File: src/rtl/mdio_cmd_ctrl.sv
module mdio_cmd_ctrl #(
  parameter int CLK_DIV = 2
) (
  input  logic        clk,
  input  logic        rst,
  input  logic        reg_we,
  input  logic [1:0]  reg_addr,
  input  logic [31:0] reg_wdata,
  output logic [31:0] reg_rdata,
  output logic        mdc,
  output logic        mdio_out,
  output logic        mdio_oe,
  input  logic        mdio_in
);
  localparam int CW = (CLK_DIV > 1) ? $clog2(CLK_DIV) : 1;
  localparam int FRAME_BITS = 64;
  localparam int TA_BIT = 46;

  logic          busy, op_rd, op_wr, ta_bad, invalid;
  logic [4:0]    phy, regn;
  logic [15:0]   data_lo, data_hi, shreg;
  logic [CW-1:0] cnt;
  logic [5:0]    bit_idx;
  logic [FRAME_BITS-1:0] frame;

  wire cmd_ok  = reg_wdata[20] && (reg_wdata[17] ^ reg_wdata[16]);
  wire accept  = reg_we && reg_addr == 2'd0 && !busy && cmd_ok;
  wire half_end = cnt == CW'(CLK_DIV - 1);
  wire rise    = busy && half_end && !mdc;
  wire fall    = busy && half_end && mdc;
  wire last    = fall && bit_idx == 6'(FRAME_BITS - 1);

  assign mdio_out = frame[FRAME_BITS-1] & mdio_oe;

  always_ff @(posedge clk) begin
    if (rst) begin
      busy <= 1'b0; op_rd <= 1'b0; op_wr <= 1'b0; phy <= '0; regn <= '0;
      data_lo <= '0; data_hi <= '0; shreg <= '0; invalid <= 1'b0; ta_bad <= 1'b0;
      cnt <= '0; mdc <= 1'b0; mdio_oe <= 1'b0; bit_idx <= '0; frame <= '0;
    end else begin
      if (accept) begin
        busy    <= 1'b1;
        op_rd   <= reg_wdata[17];
        op_wr   <= reg_wdata[16];
        phy     <= reg_wdata[12:8];
        regn    <= reg_wdata[4:0];
        cnt     <= '0;
        mdc     <= 1'b0;
        bit_idx <= '0;
        ta_bad  <= 1'b0;
        mdio_oe <= 1'b1;
        frame   <= {32'hFFFF_FFFF, 2'b01, reg_wdata[17] ? 2'b10 : 2'b01,
                    reg_wdata[12:8], reg_wdata[4:0],
                    reg_wdata[17] ? 18'h0 : {2'b10, data_lo}};
      end else if (busy) begin
        cnt <= half_end ? '0 : cnt + 1'b1;
        if (half_end) mdc <= ~mdc;
        if (rise && op_rd) begin
          if (bit_idx == 6'(TA_BIT + 1)) ta_bad <= mdio_in;
          if (bit_idx >= 6'(TA_BIT + 2)) shreg <= {shreg[14:0], mdio_in};
        end
        if (last) begin
          busy    <= 1'b0;
          mdio_oe <= 1'b0;
          if (op_rd) begin
            data_hi <= shreg;
            invalid <= ta_bad;
          end
        end else if (fall) begin
          bit_idx <= bit_idx + 1'b1;
          frame   <= frame << 1;
          mdio_oe <= op_wr || bit_idx < 6'(TA_BIT - 1);
        end
      end
      if (reg_we && reg_addr == 2'd1 && !busy) data_lo <= reg_wdata[15:0];
    end
  end

  always_comb begin
    case (reg_addr)
      2'd0:    reg_rdata = {11'b0, busy, 2'b0, op_rd, op_wr, 3'b0, phy, 3'b0, regn};
      2'd1:    reg_rdata = {data_hi, data_lo};
      2'd2:    reg_rdata = {31'b0, invalid};
      default: reg_rdata = '0;
    endcase
  end

  assert_start_low_R2: assert property (@(posedge clk) disable iff (rst)
    $rose(busy) |-> (mdio_oe && mdio_out && !mdc));
  assert_idle_quiet_R4: assert property (@(posedge clk) disable iff (rst)
    !busy |-> (!mdc && !mdio_oe));
  assert_read_released_R6: assert property (@(posedge clk) disable iff (rst)
    (busy && op_rd && bit_idx >= 6'(TA_BIT)) |-> !mdio_oe);
  assert_result_at_end_R7: assert property (@(posedge clk) disable iff (rst)
    !$fell(busy) |-> ($stable(invalid) && $stable(data_hi)));
  assert_cmd_locked_R8: assert property (@(posedge clk) disable iff (rst)
    (busy && reg_we && reg_addr == 2'd0) |=> ($stable(phy) && $stable(regn) && $stable(op_rd)));
  assert_hold_high_R10: assert property (@(posedge clk) disable iff (rst)
    (mdc && $past(mdc)) |-> ($stable(mdio_out) && $stable(mdio_oe)));
endmodule

File: config.mk
export PLATFORM = sky130hd
export DESIGN_NAME = mdio_cmd_ctrl
export DESIGN_NICKNAME = d
export VERILOG_FILES = /design/src/rtl/mdio_cmd_ctrl.sv
export SDC_FILE = /design/constraint.sdc
export NUM_CORES = 1
export LEC_CHECK = 0
export ABC_AREA = 1
export BUFFER_PORTS_ARGS = -buffer_cell sky130_fd_sc_hd__buf_2
export CORE_ASPECT_RATIO = 0.7
export CORE_UTILIZATION = 50
export CTS_BUF_LIST = sky130_fd_sc_hd__clkbuf_8
export CTS_CLUSTER_DIAMETER = 50
export DETAILED_ROUTE_END_ITERATION = 12
export GPL_TIMING_DRIVEN = 1
export PLACE_DENSITY = 0.78
export REMOVE_ABC_BUFFERS = 1
export SETUP_SLACK_MARGIN = 0.02
export SYNTH_ARGS = -nofsm -noshare
export SYNTH_HDL_FRONTEND = slang
export SYNTH_SLANG_ARGS = --single-unit
export TNS_END_PERCENT = 100
File: constraint.sdc
create_clock -name clk -period 1.5 [get_ports clk]
set_clock_uncertainty 0.15 [all_clocks]
set_input_delay 0.075 -clock clk [delete_from_list [all_inputs] [get_ports clk]]
set_output_delay 0.075 -clock clk [all_outputs]
set_load 0.05 [all_outputs]
== Yosys cells after proc, flatten, opt, wreduce, memory -nomap -nowiden ==
Index checks and enable logic that the tools add are counted.
Word-level totals
  bits in registers: 136
  word-level logic and storage cells: 71
Cells by class
  add/subtract/negate cells: 2
  $lt $le $gt $ge: 2
  equal/unequal tests: 5
  multiplexer cells: 15
  bitwise logic cells: 5
  reductions and logical operators: 26
Operators with widths (count)
  two-way mux 64 bit: 4
  case mux 32 bit (3 select lines): 1
  two-way mux 18 bit: 1
  equality test 6 bit (second input constant): 2
  logical AND 1 bit: 11
  AND reduction 3 bit: 3
  two-way mux 1 bit: 8
  AND reduction 4 bit: 2
  adder 6 x 1 -> 6 bit (second input constant): 1
  >= comparator 6 bit (second input constant): 1
  less-than comparator 6 bit (second input constant): 1
  AND reduction 2 bit: 2
  nonzero test 2 bit: 2
  inverter 1 bit: 3
  nonzero test 3 bit: 1
  equality test 2 x 1 -> 1 bit (second input constant): 1
  equality test 2 bit (second input constant): 1
  zero test 1 bit: 2
  zero test 2 bit: 1
  two-way mux 2 bit: 1
  inequality test 2 bit (second input constant): 1
  OR reduction 2 bit: 1
  adder 1 bit (second input constant): 1
  AND 1 bit: 1
  2 further kinds: 2

== Depth between registers and ports, before layout ==
Gate-level depths: netlist of the first run.
  depth in word-level cells: 6
  gate-level depth with buffers: 11
  depth with buffers taken out: 9

== Least setup slack after synthesis of the first run ==
OpenSTA, ideal clock, no wires.
  kind: register -> register
  start: register mdc
  end: register bit_idx[3]
  arrival: 1.622 ns
  required time: 1.218 ns
  slack: -0.405 ns
  stages on the path, launching flop included: 9
  path buffers: 1
  cell sequence: dfxtp_1 inv_1 nor2_8 inv_2 nor2_4 buf_6 nand2_1 nand2_1 a21oi_1
Between the ends
  cells in the longest elaborated chain, start to end: 4
RTL lines
  start: declaration: line 10  | output logic mdc,
  start signal: assignment: line 57  | if (half_end) mdc <= ~mdc;
  logical AND 1 bit (*): line 30  | wire fall = busy && half_end && mdc;
  logical AND 1 bit: line 31  | wire last = fall && bit_idx == 6'(FRAME_BITS - 1);
  inverter 1 bit (no source line)
  AND reduction 3 bit (no source line) (*)
  end signal: assignment: line 70  | bit_idx <= bit_idx + 1'b1;
  end: declaration: line 23  | logic [5:0] bit_idx;
Mark *: on every way between the ends. The rest lies on a longest branch, timed or not.
A chain may end at the register's enable or synchronous reset.

== Final worst setup path of the first run ==
  start: register bit_idx[0]
  end: register frame[18]
Between the ends
  cells in the longest elaborated chain, start to end: 4
RTL lines
  equality test 6 bit: line 31
  logical AND 1 bit: line 31
  inequality test 2 bit (no source line)
  AND reduction 3 bit (no source line)
  end signal: assignment: line 52  | frame <= {32'hFFFF_FFFF, 2'b01, reg_wdata[17] ? 2'b10 : 2'b01,
  end signal: assignment: line 71  | frame <= frame << 1;
  end: declaration: line 24  | logic [FRAME_BITS-1:0] frame;
No other way between the ends.

==> results.cfg, run 1 <==
[job]
cap_violations = 0

[cts]
clkSinkCount = 136
cts_buffers = 17
cts_tree = built
clockRootBuffer = clkbuf_8
cts_max_level = 4
path_clk_slew_ps = 80
cts.path.max_buffers = 2
clock_latency_ps = 450

[route]
first_iter_violations = 546
vias_per_cell = 5.39
vias = 5780
wl_per_cell_um = 15.5
ant_nets = 0
routed_wirelength_um = 16600
route.detailed.drc = 0
drt_first_pass_iters = 7

[logic_synthesis]
netlist-cell-type-count = 29
synth_area_mm2 = 0.00571
synth_seq_area_share_pct = 47.7
synth_top_area_share_pct = 47.7
synth_area_leaders = dfxtp_1 48%, nor2_1 11%, nand2_1 7.4%
synthCells = 790
synth-xor-area-share_pct = 0
ys_ff_latch = 136
synth_compound_area_share_pct = 14.5
yosysTopAreaCell = dfxtp_1
muxShareOfSynthArea_pct = 0
synth_fa_ha_area_share_pct = 0.439
synthSimpleGateAreaFrac_pct = 27.9
synth_top_family_by_area = simple AND/OR/NAND/NOR gates
avgSynthCellArea_um2 = 7.22
ys_warn_count = 0

[die]
ios = 73
core_mm2 = 0.0111
initial_core_util_pct = 51.6
die_h_um = 91.4
rows = 32
die_w_um = 130
dieArea_mm2 = 0.0119

[grt]
use_met2_pct = 39.2
antenna_found_initial = 0
use_met1_pct = 34.2
track_usage_pct = 25.6
grt_use_met3_pct = 7.01
grt_start_max_net_pins = 40
grt_pass1_vias = 5011
top_usage_layer = met2
grt_remaining_overflow = 0
grt_first_pass_wirelength_um = 23700

[timing]
timing.final.crit_share_pct = 114
holdWs_ps = 29.6
relSlewSlack_pct = 68.2
finalMaxSlewViolations = 0
setup_violations = 89
fmax_ghz = 0.586
worst_slew_pin_slew_ps = 477
rsz0062_at_grt = yes
hold_violations = 0
post-route-min-period_ps = 1710
worst_slack_ps = -206
setup-tns-final_ps = -5760

[setup_path]
startpoint = bit_idx[0]
path_cells = ha_4 > inv_4 > nor2_4 > nand2_2 > nand2_4 > nand2_8 > clkbuf_16 > nor2_2 > nor2_1 > nor2_1
cpLargestDelayFamily = simple AND/OR/NAND/NOR gates
critPathKind = reg -> reg
worstSetupEndpointType = register
critPathLaunchType = register
rr_endpoint = frame[18]
reg2reg_from = bit_idx[0]
reg2reg_depth = 10
cp_num_cells = 10
crit_top_cell = nor2_1
regToRegSetupSlack_ps = -210
slowest_delay_ps = 360
worstPathRequired_ps = 1720
arrival_ps = 1930
worstSetupEndpoint = frame[18]
crit_path_max_fanout = 7
crit_path_top_delay_cell = dfxtp_2
critPathBufInv = 2

[status]
status = finished with violations
violations = negative setup slack

[min_path]
hold_path_class = in -> reg

[layout]
syn_to_final_growth_pct = 38.6
fin_nets = 946
final_cell_area_mm2 = 0.00791
fill_cells = 773
n_antenna_cell = 0
final_core_utilization_pct = 71.6
layout-drive-gt1-share_pct = 30.5

[placed_design]
numPortBuffers = 59
gp_congestion = 0.843
hpwlAfterDp_um = 8620
place_area_mm2 = 0.00642
dp_slack_ps = -144

[power]
vdd_drop_max_mv = 0.903
p_leak_nw = 3.17
p_per_area_mw_per_mm2 = 984
[logic make-up (layout without fill, tap and decap cells)]
kind of cell	after synthesis	in the layout
buffers and inverters	127	255
adder cells (fa/ha/maj)	2	2
flip-flops	136	136
AND/OR/NAND/NOR	365	366
AO/OA/AOI/OAI	160	160
[cells in the final DEF, fill, tap and decap left out, types with 15 or more instances in the layout]
cell,Yosys,layout
nor2_1,172,136
dfxtp_1,136,128
buf_4,7,44
nand3_1,37,20
nand2_1,113,96
nor2_2,4,28
inv_1,74,69
dlygate4sd3_1,0,22
o21ai_1,1,18
a21oi_1,64,56
nand2_2,3,15
o21ai_0,76,54
buf_6,3,22
nand3b_1,15,15
buf_2,12,39
clkbuf_8,0,17
[layer usage]
layer | vias to the layer above | wire length, um
li1 | 2768 | -
met1 | 2709 | 7110
met2 | 255 | 7890
met3 | 48 | 1120
met4 | 0 | 464
met5 | - | 0
[flip-flops by register name, indices dropped and copies added, names as in the netlist]
signal   count
invalid      1
shreg       16
data_hi     16
mdio_oe      1
phy          5
regn         5
op_rd        1
bit_idx      6
busy         1
op_wr        1
mdc          1
ta_bad       1
data_lo     16
frame       64
cnt          1
[worst min-delay path by stage]
stage / startpoint / to / slack (ps) / cells after the start
after floorplan: rst / busy / -6 / 1
after global placement: reg_wdata[13] / data_lo[13] / 200 / 3
after detailed placement: reg_wdata[7] / data_lo[7] / 210 / 3
after CTS: rst / frame[24] / 0.06 / 3
after global routing: reg_wdata[20] / frame[15] / 5 / 6
final: reg_wdata[20] / frame[15] / 30 / 6
[area by class of cell]
cell class,instances,area [um^2],area share (%)
Timing Repair Buffer,145,1290,16.3
Multi-Input combinational cell,528,2940,37.2
Inverter,78,295,3.73
Clock inverter,15,224,2.83
Sequential cell,136,2740,34.6
Tap cell,153,191,2.42
Clock buffer,17,234,2.96
[through the flow]
stage | power, W | std cells
after floorplan | 0.00402 | 741
after global placement | 0.00421 | 1008
after detailed placement | 0.00422 | 1008
after CTS | 0.00771 | 1065
after global routing | 0.00804 | 1072
final | 0.00779 | 1072
[cells in the mapped netlist]
cell type,number
nor3_2,1
buf_1,1
o21ai_0,76
nor3_1,2
nor2_4,1
o21ai_1,1
nand2_1,113
ha_1,2
inv_1,74
buf_4,7
nor2_1,172
inv_2,4
nor2_2,4
nand3b_1,15
o22ai_1,18
nand4_1,11
nand2_4,2
nor3_4,1
nand4_2,1
nand2_2,3
clkbuf_1,26
a21oi_1,64
dfxtp_1,136
buf_2,12
nand3_1,37
o211ai_1,1
nor2_8,1
buf_6,3
nand3_2,1
[timing repair]
item | 4_1_cts | 5_1_grt
gates cloned | 2 | 4
setup endpoints to repair | 120 | 130
setup buffers | 1 | 3
hold buffers | 22 | 0
pin swaps | 15 | 34
endpoints found under the hold margin | 44 | 0
gates resized for setup | 64 | 149
[where the power goes]
part	switching (W)	internal (W)
clock network	0.00152	0.00199
registers	0.0000323	0.00367
logic	0.000352	0.000223
total	0.00191	0.00588
[tightest hold or removal path, delay by kind of cell]
kind                   cells  cell delay, ps
AO/OA/AOI/OAI              1              60
AND/OR/NAND/NOR            3             200
buffers and inverters      2             250
No activity file was read; power rests on OpenSTA's default activity.
==> run 2: changes to the inputs <==
CORE_MARGIN = 1.5   (was default)
==> run 2 against run 1 <==
Net effect:
- final cell count grew 0.37%
- register-to-register slack gained 90 ps
- sequential cell count is the same
- combinational power shrank 5.0%
- non-clock buffer count grew 4
- via count shrank 2.2%
- the flow still finishes with violations (negative setup slack)
- die area grew 1.9%
- clock power shrank 18%
==> results.cfg, run 2 (synthesis results as in run 1) <==
[route]
route.detailed.drc = 0
drt_first_pass_iters = 5
first_iter_violations = 379
wl_per_cell_um = 14.8
vias_per_cell = 5.25
ant_nets = 0
vias = 5650
routed_wirelength_um = 15900

[layout]
fin_nets = 950
n_antenna_cell = 0
syn_to_final_growth_pct = 36.4
top_register = frame
mostFrequentLayoutCells = 154 x nor2_1, 125 x dfxtp_1, 101 x nand2_1, 66 x inv_1, 61 x a21oi_1
largest_register_ffs = 64
final_common_cell = nor2_1
final_cell_area_mm2 = 0.00778
layout-drive-gt1-share_pct = 29.4

[grt]
grt_first_pass_wirelength_um = 23500
grt_start_max_net_pins = 40
track_usage_pct = 24.9
grt_remaining_overflow = 0
grt_pass1_vias = 4904
antenna_found_initial = 0

[timing]
relSlewSlack_pct = 69.5
worst_slew_pin_slew_ps = 458
hold_violations = 0
holdWs_ps = 56.8
post-route-min-period_ps = 1620
fmax_ghz = 0.617
finalMaxSlewViolations = 0
worst_slack_ps = -121
setup_violations = 80
timing.final.crit_share_pct = 108
rsz0062_at_grt = yes

[setup_path]
worstPathRequired_ps = 1690
critPathKind = reg -> reg
regToRegSetupSlack_ps = -120
critPathLaunchType = register
rr_endpoint = frame[17]
startpoint = bit_idx[0]
crit_path_max_fanout = 24
reg2reg_from = bit_idx[0]
reg2reg_depth = 9
arrival_ps = 1810
worstSetupEndpointType = register

[placed_design]
numPortBuffers = 59
place_area_mm2 = 0.00643
dp_slack_ps = -174
gp_congestion = 0.797
hpwlAfterDp_um = 8760

[cts]
cts_tree = built
cts_buffers = 17
cts_max_level = 4
path_clk_slew_ps = 80
clock_latency_ps = 440
clkSinkCount = 136
clockRootBuffer = clkbuf_8
cts.path.max_buffers = 2

[power]
total_power_w = 0.00712
vdd_drop_max_mv = 0.515
p_leak_nw = 3.15
p_per_area_mw_per_mm2 = 915

[job]
cap_violations = 0

[status]
status = finished with violations
violations = negative setup slack

[die]
ios = 73
core_mm2 = 0.0111
dieArea_mm2 = 0.0121
rows = 32
die_w_um = 131
initial_core_util_pct = 51.6
die_h_um = 92.4

[min_path]
hp-start = reg_wdata[20]
hold_path_class = in -> reg
hold_depth = 6
min_to = frame[2]
==> run 2: cell types whose count changed in the layout (fill, tap and decap cells not counted), moves of 4 or more <==
cell / previous run / this run
a21oi_1: 56 / 61
a21oi_2: 8 / 3
buf_4: 44 / 49
buf_6: 22 / 26
bufinv_16: 5 / 1
nand2_1: 96 / 101
nand2_2: 15 / 9
nor2_1: 136 / 154
nor2_2: 28 / 14
nor2_4: 13 / 9
o21ai_0: 54 / 30
o21ai_1: 18 / 37
o21ai_2: 5 / 10
==> run 2: worst max path at each step <==
stage                endpoint  depth (start not counted)
floorplan           frame[17]                          6
global placement    frame[35]                          9
detailed placement  frame[39]                          9
CTS                 frame[24]                         10
global route        frame[53]                          9
finish              frame[17]                          9
==> run 2: per-layer routing <==
metal | routed length [um] | global-route usage [%]
met5 | 0 | 0
met4 | 481 | 10.1
met3 | 1180 | 6.76
met2 | 7500 | 38.2
met1 | 6740 | 33.2
==> run 2: metrics by stage <==
step / setup TNS [ps] / instances / utilization (%)
after floorplan: -90010 / 741 / -
after global placement: -6310 / 1008 / 58.2
after detailed placement: -10700 / 1008 / 58.2
after CTS: -2190 / 1064 / 65.1
after global routing: -11150 / 1076 / 70.4
final: -4710 / 1076 / 70.4
==> run 2: worst max-delay path, stage by stage, from the launching register on <==
cell	delay, ps
dfxtp_4	360
ha_4	170
inv_4	40
nor2_4	110
nand2_2	90
nand2_4	130
buf_12	190
nand3b_1	130
nand2_1	100
nor2_1	50
==> run 2: repair_timing <==
action | CTS | global route
cloned | 1 | 4
gates resized for setup | 51 | 165
pin swaps | 10 | 44
endpoints found under the setup margin | 129 | 134
hold buffers | 19 | 0
hold endpoints to repair | 44 | 0
buffers inserted | 5 | 9
==> run 2: where the power goes <==
part           leakage (nW)  internal, W  switching [W]
clock network         0.188      0.00143        0.00144
registers              1.11      0.00367      0.0000317
logic                  1.86     0.000211       0.000335
==> run 2: cell type report <==
cell class / count / area [um^2]
clock inverter: 12 / 101
multi-input combinational: 528 / 2860
tap: 153 / 191
fill: 834 / 3270
timing repair buffer: 149 / 1320
sequential: 136 / 2740
clock buffer: 20 / 275
inverter: 78 / 298
==> run 3: changes to the inputs <==
SKIP_LAST_GASP = 1   (was default)
==> run 3 against run 2 <==
Net effect:
- the run still ends with negative setup slack left
- routed wire length shrank 2.5%
- sequential power is essentially flat
- utilization shrank 1.2 points
- sequential share of layout area grew 0.56 points
- worst setup slack lost 14 ps
- fmax shrank 0.86%
- power is essentially flat
- critical endpoint is now frame[55]
- largest cell class unchanged
==> results.cfg, run 3 (synthesis results as in run 1) <==
[status]
status = finished with violations
violations = negative setup slack

[timing]
worst_slew_pin_slew_ps = 472
holdWs_ps = 73.9
rsz0062_at_grt = yes
fmax_ghz = 0.612
timing.final.crit_share_pct = 109
hold_violations = 0
setup_violations = 83
finalMaxSlewViolations = 0
post-route-min-period_ps = 1630
worst_slack_ps = -135
relSlewSlack_pct = 68.5

[layout]
fin_nets = 951
largest_register_ffs = 64
mostFrequentLayoutCells = 157 x nor2_1, 126 x dfxtp_1, 108 x nand2_1, 68 x inv_1, 61 x a21oi_1
top_register = frame
n_antenna_cell = 0
final_common_cell = nor2_1
fin_cells = 1077
syn_to_final_growth_pct = 34.0
layout-drive-gt1-share_pct = 26.7

[job]
cap_violations = 0

[setup_path]
critPathKind = reg -> reg
critPathLaunchType = register
regToRegSetupSlack_ps = -130
rr_endpoint = frame[55]
worstSetupEndpointType = register
reg2reg_from = bit_idx[0]
arrival_ps = 1820
worstPathRequired_ps = 1680
crit_path_max_fanout = 6
reg2reg_depth = 9

[route]
routed_wirelength_um = 15500
ant_nets = 0
first_iter_violations = 442
wl_per_cell_um = 14.4
drt_first_pass_iters = 5
route.detailed.drc = 0
vias = 5598
vias_per_cell = 5.20

[die]
core_mm2 = 0.0111
ios = 73
dieArea_mm2 = 0.0121
initial_core_util_pct = 51.6
die_h_um = 92.4
die_w_um = 131
rows = 32

[grt]
grt_start_max_net_pins = 40
antenna_found_initial = 0
track_usage_pct = 24.8
grt_first_pass_wirelength_um = 23500
grt_pass1_vias = 4905
grt_remaining_overflow = 0

[power]
switchingPower_w = 0.00181
sw_frac_of_total_pct = 25.4
p_leak_nw = 3.12
internal_power_w = 0.00530
p_per_area_mw_per_mm2 = 930
pwr-share-seq_pct = 52.0
vdd_drop_max_mv = 0.529
clockPowerShare_pct = 40.5
combPwrFrac_pct = 7.5

[cts]
cts.path.max_buffers = 2
cts_max_level = 4
cts_buffers = 17
path_clk_slew_ps = 80
clockRootBuffer = clkbuf_8
clkSinkCount = 136
clock_latency_ps = 440
cts_tree = built

[placed_design]
gp_congestion = 0.797
hpwlAfterDp_um = 8760
placed_cells = 1008
numPortBuffers = 59

[min_path]
hold_path_class = in -> reg
hp-start = reg_wdata[20]
min_to = frame[2]
hold_depth = 6
run 3: how the worst max path moves through the flow:
| stage | from | end | slack [ps] | cells after the start |
|---|---|---|---|---|
| finish | bit_idx[0] | frame[55] | -130 | 9 |
| global route | bit_idx[0] | frame[55] | -220 | 9 |
| global placement | bit_idx[0] | frame[35] | -110 | 9 |
| CTS | bit_idx[1] | frame[24] | -70 | 10 |
| floorplan | busy | frame[17] | -990 | 6 |
| detailed placement | bit_idx[0] | frame[39] | -170 | 9 |
run 3: critical path, cell delays in order, from the launching register on:
cell and delay (ps):
dfxtp_2 340, ha_4 180, inv_4 60, nor2_4 40, nand2_2 90, nand2_4 100
buf_6 150, buf_6 120, o21ai_0 220, nor2_1 70
run 3: metrics by stage:
| step | worst slack (ps) | total power, W | TNS, ps | util [%] | area [um^2] |
|---|---|---|---|---|---|
| 2_1_floorplan | -992 | 0.00402 | -90010 | - | 5460 |
| 6_report | -135 | 0.00711 | -4500 | 69.2 | 7650 |
| 5_1_grt | -215 | 0.00736 | -11650 | 69.2 | 7650 |
| 3_5_place_dp | -174 | 0.00421 | -10700 | 58.2 | 6430 |
| 4_1_cts | -73.8 | 0.00708 | -2340 | 64.9 | 7170 |
| 3_3_place_gp | -106 | 0.00421 | -6310 | 58.2 | 6430 |
run 3: what timing repair did:
action                     in CTS  in global routing
hold endpoints to repair       44                  0
resized for setup              45                108
setup buffers                   5                  9
pin swaps                       9                 40
hold buffers                   19                  0
cloned                          1                  5
setup endpoints to repair     129                154
run 3: power groups by stage:
| stage | logic [W] | registers (W) | clock network [W] |
|---|---|---|---|
| after global routing | 0.000580 | 0.00370 | 0.00307 |
| after CTS | 0.000485 | 0.00369 | 0.00290 |
| after detailed placement | 0.000434 | 0.00378 | 0 |
| final | 0.000535 | 0.00370 | 0.00288 |
| after global placement | 0.000428 | 0.00378 | 0 |
| after floorplan | 0.000243 | 0.00378 | 0 |
run 3: cell type report:
class,count,area [um^2]
clock inverters,12,101
fillers,877,3400
inverters,78,295
repair buffers,150,1300
well taps,153,191
clock buffers,20,275
multi-input cells,528,2750
flip-flops and latches,136,2740
run 3: routing by layer:
metal / routed length (um) / global-route usage (%)
met1: 7130 / 33.2
met2: 7120 / 38.0
met3: 897 / 6.76
met4: 348 / 10.1
met5: 0 / 0
